### config.mk
export PLATFORM = sky130hd
export DESIGN_NAME = circ_delay_line
export DESIGN_NICKNAME = d
export VERILOG_FILES = /design/src/rtl/cdl_pkg.sv /design/src/rtl/cdl_cfg_check.sv /design/src/rtl/cdl_wr_ctrl.sv /design/src/rtl/cdl_rd_walk.sv /design/src/rtl/circ_delay_line.sv
export SDC_FILE = /design/constraint.sdc
export NUM_CORES = 1
export LEC_CHECK = 0
export ABC_AREA = 1
export BUFFER_PORTS_ARGS = -buffer_cell sky130_fd_sc_hd__buf_4
export CAP_MARGIN = 0
export CORE_MARGIN = 2
export CORE_UTILIZATION = 45
export CTS_CLUSTER_SIZE = 12
export DETAILED_ROUTE_END_ITERATION = 7
export PLACE_DENSITY = 0.66
export SETUP_SLACK_MARGIN = 0.05
export SLEW_MARGIN = 10
export SYNTH_ARGS = -nofsm -noshare
export SYNTH_HDL_FRONTEND = slang
export SYNTH_SLANG_ARGS = --single-unit
### constraint.sdc
create_clock -name clk -period 6 [get_ports clk]
set_input_delay 0.9 -clock clk [delete_from_list [all_inputs] [get_ports clk]]
set_output_delay 0.9 -clock clk [all_outputs]
set_load 0.05 [all_outputs]
### src/rtl/cdl_pkg.sv
package cdl_pkg;
  typedef enum logic [0:0] {
    WALK_IDLE = 1'b0,
    WALK_BUSY = 1'b1
  } walk_state_e;
endpackage

### src/rtl/cdl_cfg_check.sv
module cdl_cfg_check #(
  parameter int ADDR_W = 16,
  parameter int LEN_W  = 8
) (
  input  logic [LEN_W-1:0]  len,
  input  logic [ADDR_W-1:0] base,
  output logic              cfg_err,
  output logic [ADDR_W-1:0] last_addr
);
  logic [LEN_W-1:0]  smear;
  logic [ADDR_W-1:0] align_mask;

  // Fill every bit below the top set bit of len to build the low-bit mask.
  always_comb begin
    smear = len;
    for (int s = 0; s < LEN_W; s++) begin
      smear = smear | (smear >> 1);
    end
    align_mask = ADDR_W'(smear);
    cfg_err    = (len == '0) || ((base & align_mask) != '0);
    last_addr  = base + ADDR_W'(len) - ADDR_W'(1);
  end
endmodule

### src/rtl/cdl_wr_ctrl.sv
module cdl_wr_ctrl #(
  parameter int ADDR_W = 16,
  parameter int LEN_W  = 8,
  parameter int DATA_W = 16
) (
  input  logic              clk,
  input  logic              rst_n,
  input  logic              cfg_err,
  input  logic [LEN_W-1:0]  len,
  input  logic [ADDR_W-1:0] base,
  input  logic [ADDR_W-1:0] last_addr,
  input  logic              walk_busy,
  input  logic              smp_valid,
  output logic              smp_ready,
  input  logic [DATA_W-1:0] smp_data,
  output logic              wr_en,
  output logic [ADDR_W-1:0] wr_addr,
  output logic [DATA_W-1:0] wr_data,
  output logic [LEN_W-1:0]  newest_ofs
);
  logic [LEN_W-1:0]  wofs;
  logic [LEN_W-1:0]  wofs_nxt;
  logic              hold_full;
  logic [DATA_W-1:0] hold_data;
  logic              accept;
  logic              flush;
  logic              direct;
  logic              at_last;

  always_comb begin
    smp_ready = !cfg_err && !hold_full;
    accept    = smp_valid && smp_ready;
    flush     = hold_full && !walk_busy && !cfg_err;
    direct    = accept && !walk_busy;
    wr_en     = flush || direct;
    wr_data   = flush ? hold_data : smp_data;
    wr_addr   = base + ADDR_W'(wofs);
    at_last   = (wr_addr == last_addr);
    if (wr_en) begin
      wofs_nxt = at_last ? '0 : wofs + 1'b1;
    end else begin
      wofs_nxt = wofs;
    end
    newest_ofs = (wofs_nxt == '0) ? len - 1'b1 : wofs_nxt - 1'b1;
  end

  always_ff @(posedge clk) begin
    if (!rst_n) begin
      wofs      <= '0;
      hold_full <= 1'b0;
      hold_data <= '0;
    end else begin
      wofs <= wofs_nxt;
      if (accept && walk_busy) begin
        hold_full <= 1'b1;
        hold_data <= smp_data;
      end else if (flush) begin
        hold_full <= 1'b0;
      end
    end
  end

  AST_ERR_BLOCKS_WR: assert property (@(posedge clk) disable iff (!rst_n)
    cfg_err |-> !wr_en);
  AST_WR_IN_WINDOW: assert property (@(posedge clk) disable iff (!rst_n)
    wr_en |-> (wr_addr >= base && wr_addr <= last_addr));
  AST_WR_WRAPS_TO_BASE: assert property (@(posedge clk) disable iff (!rst_n)
    (wr_en && wr_addr == last_addr && !cfg_err) |=> (wr_addr == base));
  AST_HOLD_KEPT: assert property (@(posedge clk) disable iff (!rst_n)
    (hold_full && walk_busy) |=> hold_full);
  AST_HOLD_FLUSH_FIRST: assert property (@(posedge clk) disable iff (!rst_n)
    ($fell(walk_busy) && hold_full && !cfg_err) |-> (wr_en && wr_data == hold_data));
endmodule

### src/rtl/cdl_rd_walk.sv
module cdl_rd_walk
  import cdl_pkg::*;
#(
  parameter int ADDR_W = 16,
  parameter int LEN_W  = 8
) (
  input  logic              clk,
  input  logic              rst_n,
  input  logic              cfg_err,
  input  logic [LEN_W-1:0]  len,
  input  logic [ADDR_W-1:0] base,
  input  logic [ADDR_W-1:0] last_addr,
  input  logic [LEN_W-1:0]  newest_ofs,
  input  logic              pass_start,
  output logic              busy,
  output logic              rd_valid,
  input  logic              rd_ready,
  output logic [ADDR_W-1:0] rd_addr,
  output logic              pass_done
);
  walk_state_e      state;
  logic [LEN_W-1:0] rofs;
  logic [LEN_W-1:0] cnt;
  logic             fire;

  always_comb begin
    busy      = (state == WALK_BUSY);
    rd_valid  = busy;
    rd_addr   = base + ADDR_W'(rofs);
    pass_done = busy && (cnt == len - 1'b1);
    fire      = rd_valid && rd_ready;
  end

  always_ff @(posedge clk) begin
    if (!rst_n) begin
      state <= WALK_IDLE;
      rofs  <= '0;
      cnt   <= '0;
    end else begin
      case (state)
        WALK_IDLE: begin
          if (pass_start && !cfg_err) begin
            state <= WALK_BUSY;
            rofs  <= newest_ofs;
            cnt   <= '0;
          end
        end
        WALK_BUSY: begin
          if (fire) begin
            if (pass_done) begin
              state <= WALK_IDLE;
            end else begin
              cnt  <= cnt + 1'b1;
              rofs <= (rd_addr == base) ? len - 1'b1 : rofs - 1'b1;
            end
          end
        end
        default: state <= WALK_IDLE;
      endcase
    end
  end

  AST_RD_IN_WINDOW: assert property (@(posedge clk) disable iff (!rst_n)
    rd_valid |-> (rd_addr >= base && rd_addr <= last_addr));
  AST_STALL_HOLDS: assert property (@(posedge clk) disable iff (!rst_n)
    (rd_valid && !rd_ready) |=> (rd_valid && $stable(rd_addr)));
  AST_DONE_ENDS: assert property (@(posedge clk) disable iff (!rst_n)
    (rd_valid && rd_ready && pass_done) |=> !rd_valid);
  AST_STEP_BACK: assert property (@(posedge clk) disable iff (!rst_n)
    (rd_valid && rd_ready && !pass_done && rd_addr != base)
      |=> (rd_addr == $past(rd_addr) - ADDR_W'(1)));
  AST_BACK_WRAP: assert property (@(posedge clk) disable iff (!rst_n)
    (rd_valid && rd_ready && !pass_done && rd_addr == base)
      |=> (rd_addr == last_addr));
  AST_ERR_NO_PASS: assert property (@(posedge clk) disable iff (!rst_n)
    (cfg_err && !rd_valid) |=> !rd_valid);
endmodule

### src/rtl/circ_delay_line.sv
module circ_delay_line #(
  parameter int ADDR_W = 16,
  parameter int LEN_W  = 8,
  parameter int DATA_W = 16
) (
  input  logic              clk,
  input  logic              rst_n,
  input  logic [LEN_W-1:0]  cfg_len,
  input  logic [ADDR_W-1:0] cfg_base,
  output logic              cfg_err,
  input  logic              smp_valid,
  output logic              smp_ready,
  input  logic [DATA_W-1:0] smp_data,
  output logic              wr_en,
  output logic [ADDR_W-1:0] wr_addr,
  output logic [DATA_W-1:0] wr_data,
  input  logic              pass_start,
  output logic              rd_valid,
  input  logic              rd_ready,
  output logic [ADDR_W-1:0] rd_addr,
  output logic              pass_done
);
  logic [ADDR_W-1:0] last_addr;
  logic [LEN_W-1:0]  newest_ofs;
  logic              walk_busy;

  cdl_cfg_check #(.ADDR_W(ADDR_W), .LEN_W(LEN_W)) u_cfg (
    .len       (cfg_len),
    .base      (cfg_base),
    .cfg_err   (cfg_err),
    .last_addr (last_addr)
  );

  cdl_wr_ctrl #(.ADDR_W(ADDR_W), .LEN_W(LEN_W), .DATA_W(DATA_W)) u_wr (
    .clk        (clk),
    .rst_n      (rst_n),
    .cfg_err    (cfg_err),
    .len        (cfg_len),
    .base       (cfg_base),
    .last_addr  (last_addr),
    .walk_busy  (walk_busy),
    .smp_valid  (smp_valid),
    .smp_ready  (smp_ready),
    .smp_data   (smp_data),
    .wr_en      (wr_en),
    .wr_addr    (wr_addr),
    .wr_data    (wr_data),
    .newest_ofs (newest_ofs)
  );

  cdl_rd_walk #(.ADDR_W(ADDR_W), .LEN_W(LEN_W)) u_rd (
    .clk        (clk),
    .rst_n      (rst_n),
    .cfg_err    (cfg_err),
    .len        (cfg_len),
    .base       (cfg_base),
    .last_addr  (last_addr),
    .newest_ofs (newest_ofs),
    .pass_start (pass_start),
    .busy       (walk_busy),
    .rd_valid   (rd_valid),
    .rd_ready   (rd_ready),
    .rd_addr    (rd_addr),
    .pass_done  (pass_done)
  );

  AST_NO_RW_ON_RESET_EXIT: assert property (@(posedge clk) disable iff (!rst_n)
    $rose(rst_n) |-> (!rd_valid));
endmodule

Word-level counts from Yosys, hierarchy flattened. Index checks and enable logic that the tools add are counted.

Flip-flop bits (word level): 42. Input port bits: 45. Output and inout port bits: 53. Logic and storage cells: 69.

$add $sub $neg: 9. Equality and inequality tests: 6. Multiplexer cells: 19. Bitwise logic cells: 10. Reductions and logical operators: 19.

Operator list (number): $mux 8 (10); $or 8x7->8 (8); $add 16x8->16 (3); $eq 16x16->1 (2); $pmux 8 s2 (2); $sub 8x1->8 const B (3); $add 8x1->8 const B (2); $and 16x8->16 (1); $logic_not 8->1 (2); $mux 16 (1); $reduce_bool 16->1 (1); $sub 16x1->16 const B (1); $logic_and 1x1->1 (9); $eq 8x8->1 (1); $mux 1 (5); $ne 2x2->1 const B (2); $logic_not 1->1 (3); $reduce_and 3->1 (1); $logic_or 1x1->1 (2); $ne 2x1->1 const B (1); $pmux 1 s2 (1); $reduce_bool 2->1 (1); $not 1->1 (1).

Logic depth before layout (Yosys ltp). Gate-level depths: netlist (run 1).

Depth after elaboration: 21. Gate-level depth with buffers: 30. Depth with buffers taken out: 30.

By module. From an unflattened synthesis (run 1), not the netlist that was laid out.

Cells, all modules: 1094. Area total of the unflattened synthesis: 6276.0 um^2.

By module, submodules not included: cdl_wr_ctrl (instances 1, cells each 494, area each 2839.0 um^2, sequential area each 500.5 um^2); cdl_rd_walk (instances 1, cells each 371, area each 2233.4 um^2, sequential area each 340.3 um^2); cdl_cfg_check (instances 1, cells each 229, area each 1203.7 um^2, sequential area each 0.0 um^2).

Worst setup path after synthesis (run 1). OpenSTA, ideal clock, no wires.

Kind: input port to output port. From: input cfg_len[7]. To: output wr_data[0]. Arrival: 3.458 ns. Data required time: 5.100 ns. Path slack: 1.642 ns. Stages on the path: 10. Path buffers: 1. Cell sequence: ha_1 -> or2_0 -> nor2_1 -> nand2_1 -> nor2_1 -> nand2_1 -> inv_2 -> nand3_1 -> clkbuf_1 -> o21ai_0.

Cells in the longest elaborated chain, start to end: 14. Elaborated cells between the ends (all ways): 15. Classes of those cells: 1 x mux; 9 x bitwise; 5 x reduce/logical.

Ends and longest elaborated chain: from (decl) (line circ_delay_line.sv:8) `input logic [LEN_W-1:0] cfg_len,`; $or 8x7->8 (8 in series) (line cdl_cfg_check.sv:17) `smear = smear | (smear >> 1);`; $and 16x8->16 (line cdl_cfg_check.sv:20) `cfg_err = (len == '0) || ((base & align_mask) != '0);`; $reduce_bool 16->1 (line cdl_cfg_check.sv:20); $logic_or 1x1->1 (*) (line cdl_cfg_check.sv:20); via cfg_err (line circ_delay_line.sv:10) `output logic cfg_err,`; $logic_not 1->1 (*) (line cdl_wr_ctrl.sv:33) `flush = hold_full && !walk_busy && !cfg_err;`; $logic_and 1x1->1 (*) (line cdl_wr_ctrl.sv:33); $mux 16 (*) (line cdl_wr_ctrl.sv:36) `wr_data = flush ? hold_data : smp_data;`; to (decl) (line circ_delay_line.sv:16) `output logic [DATA_W-1:0] wr_data,`.

Mark *: on every way through the listed nets, which the timed path passes. The rest lies on a longest branch.

Final worst setup path (run 1).
From: input cfg_base[1]. To: register u_rd.rofs[7].

Cells in the longest elaborated chain, start to end: 13. Elaborated cells between the ends (all ways): 28. Classes of those cells: 5 x add/sub; 3 x eq/ne; 8 x mux; 1 x bitwise; 11 x reduce/logical.

Ends and longest elaborated chain: from (decl) (line circ_delay_line.sv:9) `input logic [ADDR_W-1:0] cfg_base,`; parallel branches: the longest is 13 deep, another holds $add 16x8->16; to (signal assigned) (line cdl_rd_walk.sv:44) `rofs <= newest_ofs;`; to (signal assigned) (line cdl_rd_walk.sv:54) `rofs <= (rd_addr == base) ? len - 1'b1 : rofs - 1'b1;`; to (decl) (line cdl_rd_walk.sv:22) `logic [LEN_W-1:0] rofs;`.

Several ways; the timed one is not identified. The select of a mux whose other input is x is not followed. A chain may end at the register's enable or synchronous reset.

==> results of run 1 <==
==> worst reg2reg max path, delay by kind of cell, from the launching register on <==
kind            cells  cell delay [ns]
simple gates       15             1.97
fa+ha+maj           3             0.85
flops               1             0.41
buf+inv             4             0.37
compound gates      2             0.26
==> per-stage QoR <==
stage	area [um2]	utilization (%)	std cells
after floorplan	5690	-	990
after detailed placement	6570	52.7	1244
final	6730	54.0	1252
after global routing	6730	54.0	1252
after global placement	6570	52.7	1244
after CTS	6730	54.0	1252
==> cell usage after synthesis, types with 2 or more instances <==
master,instances
sky130_fd_sc_hd__inv_2,8
sky130_fd_sc_hd__nand3_1,91
sky130_fd_sc_hd__nand3_2,3
sky130_fd_sc_hd__fa_1,3
sky130_fd_sc_hd__nand3b_1,4
sky130_fd_sc_hd__xnor2_1,16
sky130_fd_sc_hd__nand2_1,294
sky130_fd_sc_hd__nor2_4,2
sky130_fd_sc_hd__o21ai_2,2
sky130_fd_sc_hd__nor4_1,2
sky130_fd_sc_hd__xor2_1,33
sky130_fd_sc_hd__clkbuf_1,13
sky130_fd_sc_hd__a21oi_4,2
sky130_fd_sc_hd__a21oi_2,5
sky130_fd_sc_hd__clkinv_1,2
sky130_fd_sc_hd__nor2_2,4
sky130_fd_sc_hd__o21ai_0,52
sky130_fd_sc_hd__nor2_1,72
sky130_fd_sc_hd__dfxtp_1,42
sky130_fd_sc_hd__nor3_1,12
sky130_fd_sc_hd__o21bai_1,2
sky130_fd_sc_hd__a21oi_1,50
sky130_fd_sc_hd__o22ai_1,2
sky130_fd_sc_hd__nand2_2,14
sky130_fd_sc_hd__inv_1,171
sky130_fd_sc_hd__buf_6,2
sky130_fd_sc_hd__nand4_1,17
sky130_fd_sc_hd__o211ai_1,8
sky130_fd_sc_hd__ha_1,51
==> routing by layer <==
metal / vias to the layer above / share of wire (%) / global-route usage, %
li1: 3313 / - / -
met5: - / 0 / 0
met2: 110 / 47 / 42.4
met3: 37 / 2.6 / 2.28
met4: 0 / 4.0 / 10.2
met1: 2734 / 47 / 31.4
==> flip-flops by register name, indices dropped and copies added, names as in the netlist <==
| register | cells |
|---|---|
| u_wr.hold_data | 16 |
| u_rd.cnt | 8 |
| u_rd.rofs | 8 |
| u_wr.wofs | 8 |
| u_rd.busy | 1 |
| u_wr.hold_full | 1 |
==> final timing paths <==
path	to	slack, ns	depth (start not counted)
hold / removal	u_wr.hold_data[11]	0.45	2
hold reg to reg	u_wr.hold_data[11]	0.45	2
setup / recovery	u_rd.rofs[7]	1.48	27
setup reg to reg	u_rd.rofs[7]	2.03	24
==> report_power, final <==
part | internal [mW] | total (mW) | switching [mW]
Combinational | 0.139 | 0.406 | 0.268
Sequential | 0.279 | 0.279 | 0.000331
Clock | 0.196 | 0.301 | 0.104
==> logic make-up (layout without fill, tap and decap cells) <==
family                   Yosys count  after routing  synth area share, %
adder cells (fa/ha/maj)           54             54                 12.3
AND/OR/NAND/NOR                  521            521                 39.4
flip-flops                        42             42                 14.8
XOR/XNOR                          49             49                 7.54
buffers and inverters            197            287                 13.3
AO/OA/AOI/OAI                    127            127                 12.7
==> layout make-up <==
type                    count  area [um2]  area share [%]
clock inverters             2        37.5           0.558
multi-input cells         751        4090            60.8
flip-flops and latches     42         841            12.5
repair buffers             98         736            10.9
well taps                 172         215            3.20
clock buffers               6         129            1.91
inverters                 181         679            10.1
==> qor.log, run 1 <==
qor: outcome.outcome complete, no violations
qor: routing.avgRoutedWirePerCell 13.1 um
qor: finish.fillers 1331
qor: job.cap_violations 0
qor: synth.ys.warnings.count 0
qor: worst_setup_path.crit_path_max_incr_delay 0.41 ns
qor: sta.tns 0 ns
qor: sta.timing_hold_violations_final 0
qor: sta.finalHoldWorstSlack 0.445 ns
qor: power_and_ir_drop.design_power_total 0.986 mW
qor: worst_setup_path.worstSetupPathType in -> reg
qor: power_and_ir_drop.cellPowerDensity 147 nW/um2
qor: cts.ctsRootBufferMaster sky130_fd_sc_hd__clkbuf_16
qor: placement.hpwl 13700 um
qor: cts.path_clk_slew 0.06 ns
qor: sta.fin_max_slew_vios 0
qor: worst_setup_path.path_delay_family simple AND/OR/NAND/NOR gates
qor: hold_path.worst_hold_check_path_type reg -> reg
qor: finish.fin_nets 1178
qor: synth.avgSynthCellArea 5.75 um2
qor: worst_setup_path.critical_path.max_fanout 14
qor: synth.netlist_top_cells_area sky130_fd_sc_hd__nand2_1 (19%), sky130_fd_sc_hd__dfxtp_1 (15%), sky130_fd_sc_hd__inv_1 (11%), sky130_fd_sc_hd__ha_1 (11%), sky130_fd_sc_hd__nand3_1 (8.0%)
qor: hold_path.min-delay-start u_wr.hold_data[11]
qor: global_route.grt-ovfl-total 0
qor: routing.antenna_left 0
qor: sta.post_route_skew 0.00416 ns
qor: sta.grt_setup_unrepaired false
qor: routing.detail_route.drc_violations 0
qor: sta.worst_slew_margin_rel 30.3%
qor: floorplan.placeableCoreArea 12500 um2
qor: synth.syn-cell-area 5690 um2
qor: cts.cts.sink_count 42
qor: power_and_ir_drop.vdd.ir_drop.worst 0.000238 V
qor: worst_setup_path.critPathLaunchType primary input
qor: global_route.grt_max_degree 34
qor: power_and_ir_drop.p_leak 3.70 nW
qor: routing.routed_via_density 4.95
qor: synth.synth_enable_flop_cells 0
qor: synth.synth_top_flop_cell sky130_fd_sc_hd__dfxtp_1
qor: routing.dr.pass1.iters 5
qor: synth.synthDistinctLibCells 40
qor: routing.drt-total-wl 16400 um
qor: synth.syn_inst 990
qor: worst_setup_path.critical_path_buf_inv_count 7
qor: routing.detailroute.via_count 6194
qor: floorplan.fp.dieW 116 um
qor: sta.period_minus_slack 4.52 ns
qor: synth.synth_largest_type_area_fraction 19.4%
qor: global_route.grt_antenna_before_repair 0
qor: worst_setup_path.timing.critical_path.to_type register
qor: routing.drt_iter0_drc 452
qor: finish.final_common_cell sky130_fd_sc_hd__nand2_1
qor: floorplan.floorplan.initialDensity 45.6%
qor: synth.synthesis.nets 1089
qor: synth.async_flop_share 0%
qor: worst_setup_path.origin_of_the_worst_setup_path cfg_base[1]
qor: cts.post_cts_resized 0
qor: cts.post_cts.repair.setup_buffers 0
qor: floorplan.core.rowCount 41
qor: synth.synth_largest_area_cell sky130_fd_sc_hd__nand2_1
qor: placement.worst_slack_after_detailed_placement 1.23 ns
qor: sta.finalWorstSetupSlack 1.48 ns
qor: global_route.global_route.usage.total 24.6%
qor: cts.cts_inserted_buffers 5
qor: sta.worst-slew-pin-transition 1.04 ns
qor: worst_setup_path.rr_startpoint u_wr.wofs[0]
qor: worst_setup_path.data_required_time_at_the_worst_endpoint 6.16 ns
qor: sta.maxClockFrequency 0.221 GHz
qor: worst_setup_path.timing.critical_path.slowest_stage_cell sky130_fd_sc_hd__fa_1
qor: global_route.first_global_vias 5626
qor: finish.most-common-layout-cells sky130_fd_sc_hd__nand2_1 (294), sky130_fd_sc_hd__inv_1 (171), sky130_fd_sc_hd__buf_4 (98)
qor: global_route.grt_first_pass_wirelength 26600 um
qor: synth.synth.yosys.seq_area_share 14.8%
qor: worst_setup_path.worstPathArrival 4.69 ns
qor: cts.cts-hold-fix-buffers 0
qor: finish.areaGrowthSynthToFinish 18.3%
qor: placement.finalWeightedCongestion 0.911
qor: cts.cts_max_level 2
qor: floorplan.die_height 116 um
qor: cts.cts_max_path_buffers 2
qor: sta.setup_violations 0
qor: synth.synth.ff_latch_count 42
qor: sta.final.period_utilization 75.4%
qor: finish.layout-drive-gt1-share 13.5%
qor: floorplan.die_area 13600 um2
qor: placement.buffer_ports.inserted 97
qor: finish.antenna_cells 0
qor: floorplan.top_level_ports 98
qor: cts.cts_tree built
qor: cts.clkLatencyLatePin 0.28 ns
Power figures use the tool's default switching activity.
==> run 2, diff against run 1 <==
Clock period 6 ns to 4.4 ns, I/O delays scaled along.
==> run 2 against run 1 <==
  * Setup slack got worse by 1.0 ns
  * Critical path depth unchanged
  * Combinational power increased by 37%
  * First-iteration DRC count decreased by 21%
  * Critical endpoint is now u_rd.rofs[2]
  * Highest routed layer unchanged
  * Critical path type unchanged
  * Largest cell class unchanged
==> qor.log, run 2 (synthesis results as in run 1) <==
qor: outcome.outcome complete, no violations
qor: routing.drt-total-wl 16700 um
qor: sta.worst_slew_margin_rel 53.7%
qor: worst_setup_path.r2r_slack 0.74 ns
qor: sta.final.period_utilization 90.0%
qor: worst_setup_path.worstRegToRegCells 24
qor: global_route.gr-max-usage-layer met2
qor: cts.clkLatencyLatePin 0.28 ns
qor: worst_setup_path.worstPathArrival 4.13 ns
qor: hold_path.worst_hold_path.endpoint u_wr.hold_data[11]
qor: global_route.grt_antenna_before_repair 0
qor: cts.cts_max_level 2
qor: worst_setup_path.timing.critical_path.slowest_stage_cell sky130_fd_sc_hd__fa_1
qor: floorplan.fp.dieW 116 um
qor: global_route.grt_first_pass_wirelength 27600 um
qor: placement.buffer_ports.inserted 97
qor: routing.drt_iter0_drc 355
qor: hold_path.worst_hold_check_path_type reg -> reg
qor: placement.hpwl 14000 um
qor: routing.antenna_left 0
qor: finish.post-route-cell-area 6810 um2
qor: power_and_ir_drop.sequentialPowerShare 28.1%
qor: worst_setup_path.timing.critical_path.to_type register
qor: worst_setup_path.rr_startpoint u_wr.wofs[0]
qor: power_and_ir_drop.internal-power 0.840 mW
qor: cts.ctsRootBufferMaster sky130_fd_sc_hd__clkbuf_16
qor: finish.antenna_cells 0
qor: job.cap_violations 0
qor: finish.fin_nets 1187
qor: routing.avgRoutedWirePerCell 13.2 um
qor: power_and_ir_drop.total_switching_power 0.516 mW
qor: global_route.grt_use_met3 1.71%
qor: power_and_ir_drop.power.combinational.fraction 41.2%
qor: finish.areaGrowthSynthToFinish 19.7%
qor: finish.layout-drive-gt1-share 14.4%
qor: power_and_ir_drop.vdd.ir_drop.worst 0.000249 V
qor: power_and_ir_drop.p_leak 3.74 nW
qor: power_and_ir_drop.design_power_total 1.36 mW
qor: floorplan.die_area 13600 um2
qor: floorplan.placeableCoreArea 12500 um2
qor: finish.finish.utilization 54.6%
qor: placement.dpl.cell_count 1253
qor: sta.worst-slew-pin-transition 0.688 ns
qor: sta.period_minus_slack 3.96 ns
qor: placement.finalWeightedCongestion 0.974
qor: floorplan.floorplan.initialDensity 45.6%
qor: floorplan.die_height 116 um
qor: global_route.globalRouteMet1Util 31.9%
qor: placement.placed_area 6630 um2
qor: finish.layoutNonFillerInstCount 1261
qor: routing.detailroute.via_count 6297
qor: cts.cts-hold-fix-buffers 0
qor: power_and_ir_drop.cellPowerDensity 199 nW/um2
qor: worst_setup_path.critPathMostFrequentCell sky130_fd_sc_hd__nand2_1
qor: power_and_ir_drop.sw_frac_of_total 38.0%
qor: worst_setup_path.data_required_time_at_the_worst_endpoint 4.57 ns
qor: finish.most-common-layout-cells sky130_fd_sc_hd__nand2_1 (292), sky130_fd_sc_hd__inv_1 (171), sky130_fd_sc_hd__buf_4 (107)
qor: sta.maxClockFrequency 0.253 GHz
qor: power_and_ir_drop.share_of_power_burned_in_the_clock_network 30.7%
qor: sta.post_route_skew 0.00458 ns
qor: global_route.first_global_vias 5916
qor: sta.setup_violations 0
qor: routing.routed_via_density 4.99
qor: cts.cts_max_path_buffers 2
qor: worst_setup_path.reg_to_reg_end u_rd.rofs[2]
qor: cts.cts.sink_count 42
qor: sta.timing_hold_violations_final 0
qor: worst_setup_path.critical_path.max_fanout 14
qor: floorplan.core.rowCount 41
qor: worst_setup_path.critPathLaunchType primary input
qor: routing.dr.pass1.iters 5
qor: hold_path.min_path_cells 2
qor: cts.cts_inserted_buffers 5
qor: global_route.global_route.usage.total 25.3%
qor: cts.path_clk_slew 0.06 ns
qor: routing.detail_route.drc_violations 0
qor: finish.registers.top_by_ff_count u_wr.hold_data
qor: global_route.grt_max_degree 34
qor: global_route.grt-ovfl-total 0
qor: sta.grt_setup_unrepaired false
qor: hold_path.min-delay-start u_wr.hold_data[11]
qor: cts.cts_tree built
qor: worst_setup_path.worstSetupPathType in -> reg
qor: finish.final_common_cell sky130_fd_sc_hd__nand2_1
qor: global_route.grt.met2_usage 45.5%
qor: finish.largest_reg_flops 16
qor: sta.fin_max_slew_vios 0
qor: sta.tns 0 ns
qor: worst_setup_path.crit_path_max_incr_delay 0.40 ns
qor: floorplan.top_level_ports 98
[run 2: cell count changes in the layout (fill, tap and decap cells not counted), sizes merged]
cell  previous run  this run
buf             98       107
[run 2: area by class of cell]
cell class,instances,area (um2)
fillers,1374,5660
multi-input cells,751,4100
flip-flops and latches,42,841
well taps,172,215
inverters,181,679
repair buffers,107,803
clock inverters,2,37.5
clock buffers,6,129
[run 2: per-layer routing]
layer | vias up | routed length, um
met5 | - | 0
met4 | 0 | 539
met3 | 32 | 379
met2 | 118 | 8140
met1 | 2810 | 7600
li1 | 3337 | -
[run 2: power by group through the flow]
stage,Combinational (mW),Sequential (mW),Clock [mW]
final,0.558,0.381,0.416
after global routing,0.623,0.381,0.440
after CTS,0.557,0.381,0.424
after detailed placement,0.554,0.389,0
after global placement,0.552,0.389,0
after floorplan,0.388,0.389,0
[run 2: what timing repair did]
| item | in CTS | in global routing |
|---|---|---|
| endpoints found under the hold margin | 0 | 0 |
| setup endpoints to repair | 0 | 2 |
| buffers inserted | 0 | 0 |
| resized for setup | 0 | 3 |
[run 2: critical path, delay by kind of cell]
family                   cells  cell delay, ns
XOR/XNOR                     1            0.15
buffers and inverters        6            0.69
AO/OA/AOI/OAI                1            0.12
AND/OR/NAND/NOR             16            1.65
adder cells (fa/ha/maj)      3            0.86
[run 2: metrics by stage]
step                worst slack, ns  hold WS [ns]
finish                        0.441         0.447
global route                 0.0933         0.460
CTS                           0.439         0.451
detailed placement            0.163         0.442
global placement              0.246         0.437
floorplan                     0.522         0.425
[run 2: how the worst max path moves through the flow]
stage,slack (ns),from,end
after global routing,0.09,cfg_len[1],u_rd.rofs[2]
after detailed placement,0.16,cfg_len[1],u_rd.rofs[2]
after CTS,0.44,cfg_len[1],u_rd.rofs[2]
final,0.44,cfg_len[1],u_rd.rofs[2]
after global placement,0.25,cfg_len[1],u_rd.rofs[7]
after floorplan,0.52,cfg_len[7],wr_data[0]
